--- src/rtl/gpio_irq_pkg.sv ---
// Shared definitions for the GPIO interrupt controller.
// Assumes word addresses are compared after zero-extension to 32 bits.
package gpio_irq_pkg;

    typedef enum logic [1:0] {
        TRIG_LOW  = 2'd0,
        TRIG_HIGH = 2'd1,
        TRIG_RISE = 2'd2,
        TRIG_FALL = 2'd3
    } trig_code_e;

    localparam int unsigned W_OUT    = 0;
    localparam int unsigned W_DIR    = 1;
    localparam int unsigned W_PAD    = 2;
    localparam int unsigned W_CFG_LO = 3;
    localparam int unsigned W_CFG_HI = 4;
    localparam int unsigned W_MASK   = 5;
    localparam int unsigned W_STAT   = 6;
    localparam int unsigned W_BOTH   = 7;
    localparam int unsigned N_WORDS  = 8;

endpackage

--- src/rtl/gpio_pad_sync.sv ---
// Two-flop synchronizer for the pad inputs.
// Assumes pad_i is asynchronous to clk. Each bit is synchronized on its own.
module gpio_pad_sync #(
    parameter int W = 32
) (
    input  logic         clk,
    input  logic         rst_n,
    input  logic [W-1:0] pad_i,
    output logic [W-1:0] level_o
);

    logic [W-1:0] stage1;
    logic [W-1:0] stage2;

    // Shift the pad levels through two flops.
    always_ff @(posedge clk) begin
        if (!rst_n) begin
            stage1 <= '0;
            stage2 <= '0;
        end else begin
            stage1 <= pad_i;
            stage2 <= stage1;
        end
    end

    assign level_o = stage2;

endmodule

--- src/rtl/gpio_trig_detect.sv ---
// Per-pin trigger detector. It compares the synchronized level with the
// previous cycle's level and applies each pin's 2-bit code or the both-edge
// override.
// Assumes the configuration words are stable registers.
module gpio_trig_detect
    import gpio_irq_pkg::*;
#(
    parameter int NPINS = 32
) (
    input  logic             clk,
    input  logic             rst_n,
    input  logic [NPINS-1:0] level_i,
    input  logic [NPINS-1:0] cfg_lo_i,
    input  logic [NPINS-1:0] cfg_hi_i,
    input  logic [NPINS-1:0] both_i,
    output logic [NPINS-1:0] evt_o
);

    localparam int HALF = NPINS / 2;

    logic [NPINS-1:0] level_q;
    logic [NPINS-1:0] rise;
    logic [NPINS-1:0] fall;

    // Keep the previous synchronized level for edge detection.
    always_ff @(posedge clk) begin
        if (!rst_n) level_q <= '0;
        else        level_q <= level_i;
    end

    assign rise = level_i & ~level_q;
    assign fall = ~level_i & level_q;

    for (genvar i = 0; i < NPINS; i++) begin : g_pin
        localparam int FB = 2 * (i % HALF);
        logic [1:0] code;
        logic       hit;

        if (i < HALF) begin : g_lo
            assign code = cfg_lo_i[FB +: 2];
        end else begin : g_hi
            assign code = cfg_hi_i[FB +: 2];
        end

        // Decide whether this pin has an event this cycle.
        always_comb begin
            if (both_i[i]) begin
                hit = rise[i] | fall[i];
            end else begin
                unique case (trig_code_e'(code))
                    TRIG_LOW:  hit = ~level_i[i];
                    TRIG_HIGH: hit = level_i[i];
                    TRIG_RISE: hit = rise[i];
                    TRIG_FALL: hit = fall[i];
                    default:   hit = 1'b0;
                endcase
            end
        end

        assign evt_o[i] = hit;
    end

endmodule

--- src/rtl/gpio_regs.sv ---
// Register file: output data, direction, trigger config, mask, both-edge
// select and the sticky status word. The read data is registered.
// Assumes one access per strobe cycle. An event beats a clear to the same bit.
module gpio_regs
    import gpio_irq_pkg::*;
#(
    parameter int NPINS  = 32,
    parameter int ADDR_W = 4
) (
    input  logic              clk,
    input  logic              rst_n,
    input  logic              sel_i,
    input  logic              wr_i,
    input  logic [ADDR_W-1:0] addr_i,
    input  logic [NPINS-1:0]  wdata_i,
    output logic [NPINS-1:0]  rdata_o,
    input  logic [NPINS-1:0]  level_i,
    input  logic [NPINS-1:0]  evt_i,
    output logic [NPINS-1:0]  out_o,
    output logic [NPINS-1:0]  dir_o,
    output logic [NPINS-1:0]  cfg_lo_o,
    output logic [NPINS-1:0]  cfg_hi_o,
    output logic [NPINS-1:0]  mask_o,
    output logic [NPINS-1:0]  both_o,
    output logic [NPINS-1:0]  stat_o
);

    localparam logic [ADDR_W-1:0] A_OUT    = ADDR_W'(W_OUT);
    localparam logic [ADDR_W-1:0] A_DIR    = ADDR_W'(W_DIR);
    localparam logic [ADDR_W-1:0] A_PAD    = ADDR_W'(W_PAD);
    localparam logic [ADDR_W-1:0] A_CFG_LO = ADDR_W'(W_CFG_LO);
    localparam logic [ADDR_W-1:0] A_CFG_HI = ADDR_W'(W_CFG_HI);
    localparam logic [ADDR_W-1:0] A_MASK   = ADDR_W'(W_MASK);
    localparam logic [ADDR_W-1:0] A_STAT   = ADDR_W'(W_STAT);
    localparam logic [ADDR_W-1:0] A_BOTH   = ADDR_W'(W_BOTH);

    logic             wr_en;
    logic             rd_en;
    logic             wr_stat;
    logic [NPINS-1:0] clr;
    logic [NPINS-1:0] rd_mux;

    assign wr_en   = sel_i & wr_i;
    assign rd_en   = sel_i & ~wr_i;
    assign wr_stat = wr_en && (addr_i == A_STAT);
    assign clr     = wr_stat ? wdata_i : '0;

    // Update the configuration registers on a write strobe.
    always_ff @(posedge clk) begin
        if (!rst_n) begin
            out_o    <= '0;
            dir_o    <= '0;
            cfg_lo_o <= '0;
            cfg_hi_o <= '0;
            mask_o   <= '0;
            both_o   <= '0;
        end else if (wr_en) begin
            unique case (addr_i)
                A_OUT:    out_o    <= wdata_i;
                A_DIR:    dir_o    <= wdata_i;
                A_CFG_LO: cfg_lo_o <= wdata_i;
                A_CFG_HI: cfg_hi_o <= wdata_i;
                A_MASK:   mask_o   <= wdata_i;
                A_BOTH:   both_o   <= wdata_i;
                default:  ;
            endcase
        end
    end

    // Sticky status: write-one clears, and a new event wins over the clear.
    always_ff @(posedge clk) begin
        if (!rst_n) stat_o <= '0;
        else        stat_o <= (stat_o & ~clr) | evt_i;
    end

    // Select the addressed word. Unmapped words read as zero.
    always_comb begin
        unique case (addr_i)
            A_OUT:    rd_mux = out_o;
            A_DIR:    rd_mux = dir_o;
            A_PAD:    rd_mux = level_i;
            A_CFG_LO: rd_mux = cfg_lo_o;
            A_CFG_HI: rd_mux = cfg_hi_o;
            A_MASK:   rd_mux = mask_o;
            A_STAT:   rd_mux = stat_o;
            A_BOTH:   rd_mux = both_o;
            default:  rd_mux = '0;
        endcase
    end

    // Register the read data on a read strobe.
    always_ff @(posedge clk) begin
        if (!rst_n)     rdata_o <= '0;
        else if (rd_en) rdata_o <= rd_mux;
    end

    // A status bit never drops unless status is written.
    assert_status_sticky_R9: assert property (@(posedge clk) disable iff (!rst_n)
        !wr_stat |=> (($past(stat_o) & ~stat_o) == '0));

    // A written one clears the bit unless an event hit it in the same cycle.
    assert_w1c_clears_R9: assert property (@(posedge clk) disable iff (!rst_n)
        wr_stat |=> ((stat_o & $past(wdata_i) & ~$past(evt_i)) == '0));

    // Every detector event is held in status at the next edge.
    assert_event_wins_R10: assert property (@(posedge clk) disable iff (!rst_n)
        (evt_i != '0) |=> ((stat_o & $past(evt_i)) == $past(evt_i)));

    // Writes to the pad word or to unmapped words leave every register unchanged.
    assert_ignored_write_R12: assert property (@(posedge clk) disable iff (!rst_n)
        (wr_en && ((32'(addr_i) >= N_WORDS) || (addr_i == A_PAD)))
        |=> ($stable(out_o) && $stable(dir_o) && $stable(cfg_lo_o) &&
             $stable(cfg_hi_o) && $stable(mask_o) && $stable(both_o)));

endmodule

--- src/rtl/gpio_irq_ctrl.sv ---
// GPIO port with per-pin interrupt detection and two combined interrupt
// lines, one for each half of the pins.
// Assumes NPINS is even and ADDR_W is at least 3. Bus inputs are synchronous to clk.
module gpio_irq_ctrl #(
    parameter int NPINS  = 32,
    parameter int ADDR_W = 4
) (
    input  logic              clk,
    input  logic              rst_n,
    input  logic              bus_sel,
    input  logic              bus_wr,
    input  logic [ADDR_W-1:0] bus_addr,
    input  logic [NPINS-1:0]  bus_wdata,
    output logic [NPINS-1:0]  bus_rdata,
    input  logic [NPINS-1:0]  pad_in,
    output logic [NPINS-1:0]  pad_out,
    output logic [NPINS-1:0]  pad_oe,
    output logic              irq_lo,
    output logic              irq_hi
);

    localparam int HALF = NPINS / 2;

    logic [NPINS-1:0] level;
    logic [NPINS-1:0] evt;
    logic [NPINS-1:0] cfg_lo;
    logic [NPINS-1:0] cfg_hi;
    logic [NPINS-1:0] both;
    logic [NPINS-1:0] mask;
    logic [NPINS-1:0] stat;
    logic [NPINS-1:0] req;

    gpio_pad_sync #(.W(NPINS)) u_sync (
        .clk     (clk),
        .rst_n   (rst_n),
        .pad_i   (pad_in),
        .level_o (level)
    );

    gpio_trig_detect #(.NPINS(NPINS)) u_detect (
        .clk      (clk),
        .rst_n    (rst_n),
        .level_i  (level),
        .cfg_lo_i (cfg_lo),
        .cfg_hi_i (cfg_hi),
        .both_i   (both),
        .evt_o    (evt)
    );

    gpio_regs #(.NPINS(NPINS), .ADDR_W(ADDR_W)) u_regs (
        .clk      (clk),
        .rst_n    (rst_n),
        .sel_i    (bus_sel),
        .wr_i     (bus_wr),
        .addr_i   (bus_addr),
        .wdata_i  (bus_wdata),
        .rdata_o  (bus_rdata),
        .level_i  (level),
        .evt_i    (evt),
        .out_o    (pad_out),
        .dir_o    (pad_oe),
        .cfg_lo_o (cfg_lo),
        .cfg_hi_o (cfg_hi),
        .mask_o   (mask),
        .both_o   (both),
        .stat_o   (stat)
    );

    // Combine the enabled requests of each half into its own line.
    assign req    = stat & mask;
    assign irq_lo = |req[HALF-1:0];
    assign irq_hi = |req[NPINS-1:HALF];

    // The lower line can only rise with a lower mask bit set.
    assert_irq_lo_masked_R11: assert property (@(posedge clk) disable iff (!rst_n)
        irq_lo |-> (mask[HALF-1:0] != '0));

    // The upper line can only rise with an upper mask bit set.
    assert_irq_hi_masked_R11: assert property (@(posedge clk) disable iff (!rst_n)
        irq_hi |-> (mask[NPINS-1:HALF] != '0));

endmodule

--- config.mk ---
export PLATFORM = sky130hd
export DESIGN_NAME = gpio_irq_ctrl
export DESIGN_NICKNAME = d
export VERILOG_FILES = /design/src/rtl/gpio_irq_pkg.sv /design/src/rtl/gpio_pad_sync.sv /design/src/rtl/gpio_trig_detect.sv /design/src/rtl/gpio_regs.sv /design/src/rtl/gpio_irq_ctrl.sv
export SDC_FILE = /design/constraint.sdc
export NUM_CORES = 1
export LEC_CHECK = 0
export BUFFER_PORTS_ARGS = -buffer_cell sky130_fd_sc_hd__buf_2
export CORE_UTILIZATION = 42
export DETAILED_ROUTE_END_ITERATION = 10
export PLACE_DENSITY = 0.67
export SYNTH_ARGS = -nofsm -noshare
export SYNTH_HDL_FRONTEND = slang
export SYNTH_HIERARCHICAL = 1
export SYNTH_SLANG_ARGS = --single-unit
--- constraint.sdc ---
create_clock -name clk -period 3.55 [get_ports clk]
set_input_delay 0.5325 -clock clk [delete_from_list [all_inputs] [get_ports clk]]
set_output_delay 0.5325 -clock clk [all_outputs]
set_load 0.05 [all_outputs]
==> results of run 1 <==
[cells by family after synthesis]
group           count (synthesis)
simple gates                  608
compound gates                466
flops                         352
buf+inv                       255
mux                           157
fa+ha+maj                      64
[synthesized netlist by cell type (all sizes together), types with 19 or more instances]
master | count | share of area (%)
nand2 | 388 | 8.5
dfxtp | 352 | 41
a21boi | 224 | 9.8
mux2i | 157 | 9.2
inv | 100 | 2.2
and2 | 97 | 4.2
buf | 87 | 3.5
clkbuf | 68 | 1.6
ha | 64 | 4.7
o22ai | 62 | 2.3
nor2 | 49 | 1.1
a21oi | 33 | 0.97
nor2b | 33 | 1.2
a2111oi | 32 | 2.3
o21a | 32 | 1.4
o21ai | 32 | 0.94
a221oi | 22 | 1.4
a211o | 19 | 0.97
nor3b | 19 | 0.86
[worst max path at each step]
| stage | start | end | cells after the start |
|---|---|---|---|
| 2_1_floorplan | u_regs/stat_o[18] | irq_hi | 3 |
| 3_3_place_gp | bus_addr[1] | u_regs/rdata_o[5] | 6 |
| 3_5_place_dp | bus_addr[1] | u_regs/dir_o[0] | 6 |
| 4_1_cts | u_regs/stat_o[7] | irq_lo | 4 |
| 5_1_grt | u_regs/stat_o[7] | irq_lo | 4 |
| 6_report | u_regs/stat_o[7] | irq_lo | 4 |
[routing by layer]
metal / routed length (microns) / up-vias / GRT usage, %
li1: - / 6602 / -
met1: 22400 / 6779 / 32.3
met2: 24300 / 546 / 40.6
met3: 3690 / 112 / 3.42
met4: 1800 / 2 / 9.67
met5: 13 / - / 0
[metrics by stage]
| step | utilization (%) | setup slack (ns) | cell area, sq um | total power [uW] |
|---|---|---|---|---|
| after floorplan | - | 1.83 | 17100 | 4730 |
| after global placement | 45.0 | 0.970 | 18000 | 4940 |
| after detailed placement | 45.0 | 0.893 | 18000 | 4960 |
| after CTS | 48.2 | 1.06 | 19300 | 9060 |
| after global routing | 48.2 | 0.949 | 19300 | 9280 |
| final | 48.3 | 1.09 | 19300 | 8990 |
[final cells by class]
| class | instances | area [sq um] |
|---|---|---|
| Fill cell | 3767 | 20700 |
| Multi-Input combinational cell | 1295 | 8800 |
| Sequential cell | 352 | 7050 |
| Clock buffer | 60 | 1210 |
| Timing Repair Buffer | 192 | 1080 |
| Tap cell | 525 | 657 |
| Inverter | 100 | 375 |
| Clock inverter | 6 | 86.3 |
| Antenna cell | 1 | 2.50 |
[layout by cell type, fill, tap and decap left out, types with 33 or more instances in the layout]
cell type	Yosys	layout
a21boi_0	69	69
a21boi_1	155	155
a21oi_1	33	33
and2_2	82	82
buf_2	31	166
clkbuf_16	0	41
dfxtp_1	352	352
ha_1	64	64
inv_1	100	100
mux2i_1	157	157
nand2_1	388	388
nor2_1	49	47
o22ai_1	62	62
[report_power, final]
group	internal, uW	total [uW]	switching (uW)	leakage (uW)
registers	4060	4160	106	0.00287
logic	276	723	447	0.00400
clock network	2480	4110	1630	0.000640
==> impl_results.md, run 1 <==
- Leak: 0.00751 uW
- Clock period minus worst slack: 2.46 ns
- Post-CTS Setup Bufs: 0
- CTS sink count: 352
- First-pass GRT wire length: 78.9 mm
- Synth Instances: 1902
- Status: completed
- Post-Place Cells: 2464
- DRT iter0 DRCs: 1120
- Simple-gate share of the synthesized area: 16.9%
- CTS Buffer Depth: 3
- Total global routing track utilization: 24.6%
- CORE AREA: 0.0399 sq mm
- Setup Skew: 0.0108 ns
- Hold Path End: u_sync/stage1[1]
- Worst-Margin Slew: 1.07 ns
- Pwr/cell area: 467 mW/mm^2
- DPL Wire Length: 34.8 mm
- Post-synth EDFFs: 0
- Total routed wirelength: 52.2 mm
- Area Growth Syn to Fin: 12.8%
- Crit path launch type: flip-flop
- Net count, final: 2116
- WP buf/inv: 1
- Maximum clock rate: 406 MHz
- Worst skew pair latency: 0.53 ns
- Synth Register Bits: 352
- CP max-delay cell: dfxtp_1
- Worst-path cell chain: a22o_1 -> a221oi_2 -> nand4_1 -> buf_2
- Vias in the first global route: 13500
- Worst min-delay path startpoint: pad_in[1]
- Multiplexer share of the synthesized area: 9.20%
- WL per Instance: 20.6 microns
- Grt ovf: 0
- Layout cells sized above 1: 18.4%
- Endpoints failing hold: 0
- Max Cap Viol: 0
- Register area share after synthesis: 41.3%
- Largest family of logic cells by synthesized area: compound AO/OA/AOI/OAI gates
- Post-synthesis compound-gate area fraction: 20.6%
- Gpl congestion: 0.848
- Max VDD drop: 0.000258 V
- H-tree levels: 2
- CTS Buf Count: 39
- Drt drc: 0
- Post-Layout Cell Count: 2531
- Worst EP required: 3.02 ns
- Netlist Area Pre-Place: 0.0171 sq mm
- R2r endpoint: u_regs/stat_o[13]
- Arrival time at the worst endpoint: 1.93 ns
- Setup TNS: 0 ns
- I/O pins: 170
- Die H: 204 microns
- Unrepaired setup endpoints after global routing: no
- CTS tree: built
- Avg Cell Area, Syn: 8.98 sq um
- Die Area: 0.0415 sq mm
- Ys flop type: dfxtp_1
- Port Buffers: 169
- Syn. warnings: 6
- Endpoints failing setup: 0
- Max FO, Critical Path: 3
- Worst setup path category: flip-flop to output pin
- Post-synthesis adder-cell area fraction: 4.69%
- Post-CTS sizing: 0
- Worst r2r path cells: 4
- Detailed Routing Iterations Pass 1: 5
- Post-Syn Nets: 2038
- Max Slew Vio Count: 0
- Period Utilization, post-route: 69.3%
- Hold Path Stages: 2
- Row count: 73
- Delay-heaviest family, CP: compound AO/OA/AOI/OAI gates
- Asr flop ratio synth: 0%
- Clk slew on worst S/H paths: 0.06 ns
- Post-route ant nets: 0
- Initial Utilization: 42.8%
- Yosys cell types: 44
- Type of the worst min-delay path: input port to flip-flop
- Die Wd: 204 microns
- Antenna violations before repair: 2
- Reg-to-reg startpoint: u_sync/level_o[13]
- Largest stage delay on the critical path: 0.33 ns
- Largest net degree at the start of global routing: 108
- Hold_ws: 0.216 ns
- Cts hold-fix bufs: 0
- Critical path endpoint category: output pin
- Reg2reg setup slack: 1.97 ns
- DR vias: 14000
- Root buffer cell: clkbuf_16
- Post-Synth XOR/XNOR Area: 0%
- Detail-routed via count per cell: 5.55
- Max transition margin: 28.8%
(Power assumes the default switching activity.)
==> run 2: changes to the inputs <==
PLACE_DENSITY = 0.69   (was 0.67)
clock period = 2.14 ns   (was 3.55 ns; I/O delays follow)
==> run 2 against run 1 <==
Count of clock-buffer cells in the layout down 6. Largest cell class unchanged. Die area unchanged. Hold slack worse by 0.20 ns. Cell count up 1.8%. Non-clock buffer count up 44.
==> impl_results.md, run 2 (synthesis gave the netlist of run 1 again) <==
- Comb pwr share: 8.4% (+0.4 points)
- Endpoints failing hold: 0 (unchanged)
- Status: completed
- Clk slew on worst S/H paths: 0.07 ns (about the same)
- DR vias: 14300 (+1.6%)
- Worst r2r path cells: 4 (unchanged)
- Endpoints failing setup: 0 (unchanged)
- Arrival time at the worst endpoint: 1.80 ns (-0.13 ns)
- Fin util: 49.4% (+1.1 points)
- Die H: 204 microns (unchanged)
- DPL Wire Length: 35.5 mm (+2.1%)
- Die Wd: 204 microns (unchanged)
- FILL cells: 3711 (-1.5%)
- First-pass GRT wire length: 79.2 mm (+0.37%)
- H-tree levels: 2 (unchanged)
- I/O pins: 170 (unchanged)
- Max VDD drop: 0.000448 V (+74%)
- Int Pwr: 11300 uW (+65%)
- Row count: 73 (unchanged)
- CTS Buffer Depth: 3 (unchanged)
- Crit path launch type: flip-flop
- Sequential fraction of design power: 46.3% (about the same)
- CTS sink count: 352 (unchanged)
- Post-CTS Setup Bufs: 0 (unchanged)
- DP Area: 0.0182 sq mm (+1.1%)
- Clock share of power: 45.3% (-0.4 points)
- Critical path endpoint category: output pin
- Max transition margin: 58.6% (+30 points)
- Largest net degree at the start of global routing: 90 (-17%)
- Antenna violations before repair: 1 (-1)
- Detail-routed via count per cell: 5.54 (-0.13%)
- Worst skew pair latency: 0.55 ns (+0.02 ns)
- Grt ovf: 0 (unchanged)
- Pwr/cell area: 757 mW/mm^2 (+62%)
- Hold Path Stages: 2 (unchanged)
- Die Area: 0.0415 sq mm (unchanged)
- Worst setup path category: flip-flop to output pin
- Most common cell after layout, fill and taps aside: nand2_1
- Unrepaired setup endpoints after global routing: yes
- Sw Share: 24.6% (+0.34 points)
- Max FO, Critical Path: 3 (unchanged)
- Initial Utilization: 42.8% (unchanged)
- Net count, final: 2159 (+2.0%)
- Period Utilization, post-route: 99.2%
- Port Buffers: 169 (unchanged)
- Type of the worst min-delay path: input port to flip-flop
- Commonest cells after routing, fill and taps aside: nand2_1 (388), dfxtp_1 (350), buf_2 (164)
- Max Cap Viol: 0 (unchanged)
- Leak: 0.00773 uW (+2.8%)
- Total routed wirelength: 52.3 mm (+0.17%)
- CTS tree: built
- Setup Skew: 0.0247 ns (+0.0138 ns)
- Clock period minus worst slack: 2.12 ns
- Drt drc: 0 (unchanged)
- Max Slew Vio Count: 0 (unchanged)
- Root buffer cell: clkbuf_16
- Post-route ant nets: 0 (unchanged)
- Detailed Routing Iterations Pass 1: 5 (unchanged)
- Reg2reg setup slack: 0.56 ns (-1.41 ns)
- Vias in the first global route: 13600 (+0.30%)
- Final instance area: 0.0197 sq mm (+2.3%)
- CTS Buf Count: 38 (-2.6%)
- Worst-Margin Slew: 0.621 ns (-0.447 ns)
- Area Growth Syn to Fin: 15.4%
- Gpl congestion: 0.887 (+4.6%)
- WL per Instance: 20.3 microns (-1.6%)
- Layout cells sized above 1: 19.0% (+0.62 points)
- CORE AREA: 0.0399 sq mm (unchanged)
- Total global routing track utilization: 24.7% (+0.13 points)
- DRT iter0 DRCs: 1059 (-5.4%)
- Maximum clock rate: 471 MHz
- Sw Pwr: 3670 uW (+68%)
- Hold_ws: 0.0152 ns (-0.200 ns)
- Worst EP required: 1.82 ns (-1.20 ns)
run 2: cell count changes in the layout (fill, tap and decap cells not counted), sizes merged:
| cell | before | now |
|---|---|---|
| dlygate4sd3 | 0 | 25 |
| buf | 191 | 210 |
| clkbuf | 61 | 55 |
| clkinv | 3 | 7 |
| bufinv | 2 | 3 |
| clkinvlp | 0 | 1 |
| inv | 101 | 102 |
run 2: critical path: stages, from the launching register on:
cell,delay (ns)
dfxtp_2,0.33
a22o_1,0.26
a221oi_2,0.21
nand4_1,0.23
buf_6,0.22
run 2: repair_timing:
item / CTS / global route
pin swaps: 2 / 2
endpoints found under the hold margin: 25 / 0
setup endpoints to repair: 2 / 1
hold buffers: 25 / 0
resized for setup: 4 / 2
run 2: final timing paths:
check | endpoint | startpoint
worst max-delay path | irq_lo | u_regs/mask_o[5]
worst min-delay path | u_sync/stage1[23] | pad_in[23]
worst max register to register | u_regs/stat_o[14] | u_sync/level_o[14]
worst min register to register | u_sync/level_o[10] | u_sync/stage1[10]
run 2: stage by stage:
stage,worst slack (ns),std cells,setup TNS [ns],total power [uW]
2_1_floorplan,0.631,1902,0,7850
3_3_place_gp,0.380,2483,0,8220
3_5_place_dp,0.391,2483,0,8260
4_1_cts,0.00709,2575,0,15000
5_1_grt,-0.00846,2575,-0.00846,15400
6_report,0.0172,2576,0,14900
run 2: area by class of cell:
class	instances	area, sq um	area share (%)
repair buffers	236	1550	7.87
inverters	100	375	1.90
flip-flops and latches	352	7050	35.8
multi-input cells	1295	8800	44.7
well taps	525	657	3.33
clock buffers	54	1120	5.69
diodes	1	2.50	0.0127
clock inverters	13	150	0.762
run 2: metal layers:
layer,up-vias,track usage (%),share of wire (%)
met5,-,0,0
met4,0,10.2,3.9
met3,115,3.74,8.2
met2,593,40.9,46
met1,6883,32.0,42
li1,6681,-,-
run 2: power groups by stage:
| stage | logic [uW] | clock network (uW) | registers (uW) |
|---|---|---|---|
| floorplan | 728 | 0 | 7120 |
| finish | 1260 | 6760 | 6910 |
| global route | 1350 | 7080 | 6920 |
| CTS | 1250 | 6860 | 6900 |
| detailed placement | 1210 | 0 | 7050 |
| global placement | 1180 | 0 | 7040 |
